[config.mk]
export PLATFORM = sky130hd
export DESIGN_NAME = tweak_alpha_seq
export DESIGN_NICKNAME = d
export VERILOG_FILES = /design/src/rtl/tas_pkg.sv /design/src/rtl/tas_shift_step.sv /design/src/rtl/tas_byte_step.sv /design/src/rtl/tas_jcount.sv /design/src/rtl/tweak_alpha_seq.sv
export SDC_FILE = /design/constraint.sdc
export NUM_CORES = 1
export LEC_CHECK = 0
export ABC_AREA = 1
export CELL_PAD_IN_SITES_DETAIL_PLACEMENT = 1
export CELL_PAD_IN_SITES_GLOBAL_PLACEMENT = 1
export CORE_MARGIN = 2
export CORE_UTILIZATION = 30
export CTS_BUF_LIST = sky130_fd_sc_hd__clkbuf_8
export CTS_CLUSTER_SIZE = 40
export DETAILED_ROUTE_END_ITERATION = 8
export DONT_BUFFER_PORTS = 1
export PLACE_DENSITY = 0.63
export SLEW_MARGIN = 20
export SYNTH_ARGS = -nofsm -noshare
export SYNTH_HDL_FRONTEND = slang
export SYNTH_HIERARCHICAL = 1
export SYNTH_SLANG_ARGS = --single-unit
[constraint.sdc]
create_clock -name clk -period 3.3 [get_ports clk]
set_input_delay 0.33 -clock clk [delete_from_list [all_inputs] [get_ports clk]]
set_output_delay 0.33 -clock clk [all_outputs]
set_load 0.05 [all_outputs]
[src/rtl/tas_pkg.sv]
// Shared constants and mapping codes for the tweak sequencer.
// Assumes a 128-bit block made of 8-bit bytes.
package tas_pkg;
    localparam int BLK_W  = 128;
    localparam int BYTE_W = 8;
    localparam int NBYTES = BLK_W / BYTE_W;

    // Low-order feedback terms of x^128 + x^7 + x^2 + x + 1
    localparam logic [BYTE_W-1:0] FDBK = 8'h87;

    typedef enum logic [1:0] {
        MAP_RIGHT     = 2'd0,
        MAP_BYTE_LE   = 2'd1,
        MAP_LEFT      = 2'd2,
        MAP_RIGHT_ALT = 2'd3
    } map_mode_e;
endpackage

[src/rtl/tas_shift_step.sv]
// One multiply-by-x step for a bit-contiguous mapping.
// REFLECT=0: port bit k is x^k, so the step shifts toward the top.
// REFLECT=1: port bit W-1-k is x^k, so the step shifts toward bit 0.
// Purely combinational. Assumes W > 8.
module tas_shift_step #(
    parameter int W       = 128,
    parameter bit REFLECT = 1'b0
) (
    input  logic [W-1:0] blk_i,
    output logic [W-1:0] blk_o
);
    import tas_pkg::*;

    // Bit-reversed copy of the feedback byte, used for the reflected layout
    function automatic logic [BYTE_W-1:0] rev8(input logic [BYTE_W-1:0] v);
        logic [BYTE_W-1:0] r;
        for (int i = 0; i < BYTE_W; i++) r[i] = v[BYTE_W-1-i];
        return r;
    endfunction

    generate
        if (REFLECT) begin : g_left
            // x^127 sits at bit 0; the feedback terms go to the top byte
            always_comb begin
                blk_o = {1'b0, blk_i[W-1:1]};
                if (blk_i[0]) blk_o[W-1 -: BYTE_W] = blk_o[W-1 -: BYTE_W] ^ rev8(FDBK);
            end
        end else begin : g_right
            // x^127 sits at bit W-1; the feedback terms go to the bottom byte
            always_comb begin
                blk_o = {blk_i[W-2:0], 1'b0};
                if (blk_i[W-1]) blk_o[BYTE_W-1:0] = blk_o[BYTE_W-1:0] ^ FDBK;
            end
        end
    endgenerate
endmodule

[src/rtl/tas_byte_step.sv]
// One multiply-by-x step for the byte-wise little-endian mapping.
// Byte b occupies blk[W-1-8b -: 8]. Each byte shifts left, its top bit
// becomes the low bit of byte b+1, and the carry out of the last byte
// folds the feedback into byte 0. Purely combinational.
module tas_byte_step #(
    parameter int W = 128
) (
    input  logic [W-1:0] blk_i,
    output logic [W-1:0] blk_o
);
    import tas_pkg::*;
    localparam int NB = W / BYTE_W;

    logic [NB:0]  carry;
    logic [W-1:0] shifted;

    assign carry[0] = 1'b0;

    generate
        for (genvar b = 0; b < NB; b++) begin : g_byte
            localparam int HI = W - 1 - BYTE_W * b;
            // Per-byte shift with the carry taken from the lower-order byte
            assign shifted[HI -: BYTE_W] = {blk_i[HI-1 -: BYTE_W-1], carry[b]};
            assign carry[b+1]            = blk_i[HI];
        end
    endgenerate

    // Fold the carry out of the top-order byte into byte 0
    always_comb begin
        blk_o = shifted;
        if (carry[NB]) blk_o[W-1 -: BYTE_W] = shifted[W-1 -: BYTE_W] ^ FDBK;
    end
endmodule

[src/rtl/tas_jcount.sv]
// Block counter: clears on load, increments on a step, wraps at 2^JW.
// Synchronous active-low reset.
module tas_jcount #(
    parameter int JW = 8
) (
    input  logic          clk,
    input  logic          rst_n,
    input  logic          clr_i,
    input  logic          inc_i,
    output logic [JW-1:0] cnt_o
);
    // Count register with clear taking priority over increment
    always_ff @(posedge clk) begin
        if (!rst_n)     cnt_o <= '0;
        else if (clr_i) cnt_o <= '0;
        else if (inc_i) cnt_o <= cnt_o + JW'(1);
    end
endmodule

[src/rtl/tweak_alpha_seq.sv]
// Tweak sequencer top. Holds the current tweak, the mapping captured at
// load and the block counter, and picks the next-tweak value from three
// parallel step units. Assumes the starting tweak is already encrypted.
// Synchronous active-low reset; one operation per clock.
module tweak_alpha_seq #(
    parameter int JW = 8
) (
    input  logic                     clk,
    input  logic                     rst_n,
    input  logic                     load_i,
    input  logic                     advance_i,
    input  logic [1:0]               mode_i,
    input  logic [tas_pkg::BLK_W-1:0] init_tweak_i,
    output logic [tas_pkg::BLK_W-1:0] tweak_o,
    output logic [JW-1:0]            j_count_o,
    output logic                     valid_o
);
    import tas_pkg::*;

    map_mode_e        mode_q;
    logic [BLK_W-1:0] nxt_right, nxt_left, nxt_byte, nxt_sel;
    logic             step_en;

    assign step_en = advance_i && !load_i && valid_o;

    tas_shift_step #(.W(BLK_W), .REFLECT(1'b0)) u_step_right (
        .blk_i(tweak_o), .blk_o(nxt_right)
    );
    tas_shift_step #(.W(BLK_W), .REFLECT(1'b1)) u_step_left (
        .blk_i(tweak_o), .blk_o(nxt_left)
    );
    tas_byte_step #(.W(BLK_W)) u_step_byte (
        .blk_i(tweak_o), .blk_o(nxt_byte)
    );

    tas_jcount #(.JW(JW)) u_jcount (
        .clk(clk), .rst_n(rst_n), .clr_i(load_i),
        .inc_i(step_en), .cnt_o(j_count_o)
    );

    // Select the step result for the mapping captured at load
    always_comb begin
        case (mode_q)
            MAP_BYTE_LE: nxt_sel = nxt_byte;
            MAP_LEFT:    nxt_sel = nxt_left;
            default:     nxt_sel = nxt_right;
        endcase
    end

    // Tweak, mapping and valid registers: load first, then step
    always_ff @(posedge clk) begin
        if (!rst_n) begin
            tweak_o <= '0;
            mode_q  <= MAP_RIGHT;
            valid_o <= 1'b0;
        end else if (load_i) begin
            tweak_o <= init_tweak_i;
            mode_q  <= map_mode_e'(mode_i);
            valid_o <= 1'b1;
        end else if (step_en) begin
            tweak_o <= nxt_sel;
        end
    end
endmodule

==> qor.yml <==
cts:
  cts_tree: "yes"
  clk_pin_slew_ps: 90
  cts-htree-levels: 4
  cts.sinks: 139
  insertion_delay_ps: 530
  clockRootBuffer: "clkbuf_8"
  numCtsBuffers: 17
  cts_hold_buf: 23
  cts_setup_buffers: 0
  cts_resized: 0
  clockBufferDepth: 2
timing:
  hold_ws_ps: 73.29
  rsz0062_at_grt: "false"
  slew_headroom_pct: 31.85
  setup_tns_ps: 0
  skew_ps: 11.56
  hold_viol: 0
  fin_crit_sh_pct: 87.67
  worstMarginPinSlew_ps: 1019
  max_freq_mhz: 345.6
  slew_viol_final: 0
  setup_ws_ps: 406.8
  layout_min_cycle_time_ps: 2893
  finalSetupViolations: 0
routing:
  first_pass_iters: 5
  met1_length_mm: 17.83
  dr_wl_met3_mm: 2.226
  drc_errors: 0
  vias: 11620
  drt_iter0_drc: 548
  top_layer: "met4"
  wl_per_cell_um: 15.89
  wl_met2_mm: 19.21
  viasPerCell: 4.636
  drtAntennaViolNets: 0
  wirelength_mm: 39.83
global_route:
  first_global_vias: 11730
  antenna_found_initial: 1
  grt_max_degree: 253
  grt-ovfl-total: 0
  grt_use_total_pct: 17.58
  grt_pass1_wl_mm: 62.85
critical_path:
  slowest_stage: "dfxtp_1"
  cp.required_ps: 3730
  cp-start-kind: "register"
  crit_arrival_ps: 3330
  critPathBufInv: 2
  critPathCapture: "tweak_o[9]$_SDFFE_PN0P_"
  end_kind: "register"
  crit_start: "valid_o$_SDFFE_PN0P_"
  reg2reg_from: "valid_o$_SDFFE_PN0P_"
  path_max_fanout: 74
  worst_r2r_path_depth: 7
  cp.depth: 7
  crit_family: "buffers and inverters"
  cpPeakStageDelay_ps: 660
  r2r_slack_ps: 410
  crit_chain: "nand2_1 -> nand2_8 -> buf_4 -> nand2_1 -> a21oi_1 -> dlygate4sd3_1 -> nor2_1"
  path_common_cell: "nand2_1"
  r2r_end: "tweak_o[9]$_SDFFE_PN0P_"
  path_class: "register to register"
yosys:
  ys_types: 20
  synthesis.area_mm2: 0.01313
  syn_inst: 2359
  synthTopCellsByArea: "nand2_1, buf_4, dfxtp_1"
  yosys_warnings: 6
  ys_seq_area_share_pct: 21.20
  syn_area_per_cell_um2: 5.565
  synth_seq_cells: 139
  syn-num-nets: 2496
  yosys.area.top_type: "nand2_1"
  synth_top_area_share_pct: 32.02
floorplan:
  ioPinCount: 271
  die_h_um: 213.2
  die_area_mm2: 0.04545
  design.core.area_mm2: 0.04317
  die_x_um: 213.2
  initial_utilization_pct: 30.41
  row_count: 76
status:
  outcome: "complete, no violations"
placement:
  dpl_cell_area_mm2: 0.01062
  routabilityCongestion: 0.7420
  pre_cts_slack_ps: 870.2
  hpwl_mm: 24.28
  port_buffers: 0
job:
  drv_cap: 0
final_layout:
  antenna_cells: 0
  final_area_mm2: 0.01117
  drive_gt1_share_pct: 2.549
  nNetsFinal: 2050
  fill_cells: 5897
  syn_to_final_growth_pct: -14.95
min_path:
  hp-class: "primary input to register"
pwr:
  p_leak_nw: 5.984
  total_power_mw: 4.722
  ir_drop_uv: 237.0
  power-per-cell-area_mw_per_mm2: 422.9
## Yosys cell counts (all sizes together)
library cell,number
clkbuf,27
nand2,1122
buf,473
nand4,1
a21oi,251
dfxtp,139
ha,3
inv,253
nand3,17
nor2,53
o21ai,20
## worst reg2reg max path: cells and delay by family (launching register included)
family                 cells  cell delay (ps)
buffers and inverters      2             1060
AOI/OAI and AO/OA          1              130
DFF                        1              660
and+or+nand+nor            4              960
## where the power goes
part	internal (mW)	total [mW]	switching, mW
combinational	0.335	1.01	0.679
clock	0.566	1.30	0.735
sequential	1.79	2.41	0.613
total	2.69	4.72	2.03
## metrics by stage
step | instances | util (%)
final | 2507 | 25.86
after detailed placement | 2456 | 24.59
after CTS | 2507 | 25.86
after floorplan | 2359 | -
after global routing | 2507 | 25.86
after global placement | 2456 | 24.59
## area by class of cell
cell class / instances / area [µm²] / area share [%]
timing repair buffer: 35 / 420.4 / 3.765
multi-input combinational: 1467 / 5952 / 53.31
clock buffer: 21 / 289.0 / 2.589
clock inverter: 7 / 30.03 / 0.2689
sequential: 139 / 2783 / 24.92
tap: 585 / 732.0 / 6.555
inverter: 253 / 959.7 / 8.595
## cells in the final DEF (no fill, tap or decap), types with 3 or more instances in the layout
| cell type | count |
|---|---|
| a21oi_1 | 251 |
| nand2_1 | 1120 |
| inv_2 | 3 |
| dfxtp_1 | 139 |
| inv_1 | 250 |
| buf_4 | 4 |
| clkinv_2 | 3 |
| nor2_1 | 52 |
| buf_12 | 8 |
| clkbuf_8 | 21 |
| o21ai_0 | 20 |
| nand3_1 | 16 |
| dlygate4sd3_1 | 23 |
| inv_4 | 4 |
## kinds of logic after synthesis
family                   share of synthesized area [%]
flip-flops                                       21.20
AND/OR/NAND/NOR                                  34.46
buffers and inverters                            33.73
adder cells (fa/ha/maj)                         0.2859
AO/OA/AOI/OAI                                    10.33
## routing by layer
layer  GRT usage (%)  vias up
met5               0        -
met4           5.675        0
met3           5.001       29
met2           30.21      230
met1           21.06     5593
li1                -     5771
## worst min path at each step
stage | from | to | slack, ps | cells past startpoint
2_1_floorplan | mode_q[1]$_SDFFE_PN0P_ | mode_q[1]$_SDFFE_PN0P_ | 450 | 2
3_3_place_gp | rst_n | mode_q[1]$_SDFFE_PN0P_ | 480 | 2
3_5_place_dp | rst_n | tweak_o[25]$_SDFFE_PN0P_ | 490 | 2
4_1_cts | load_i | tweak_o[117]$_SDFFE_PN0P_ | 3 | 4
5_1_grt | init_tweak_i[73] | tweak_o[73]$_SDFFE_PN0P_ | 60 | 4
6_report | init_tweak_i[73] | tweak_o[73]$_SDFFE_PN0P_ | 70 | 4
## sequential cells by signal (all words and copies together), names as in the netlist
signal / count
valid_o: 1
mode_q: 2
tweak_o: 128
u_jcount/cnt_o: 8
Note: power is estimated with default switching activity, not from simulation.
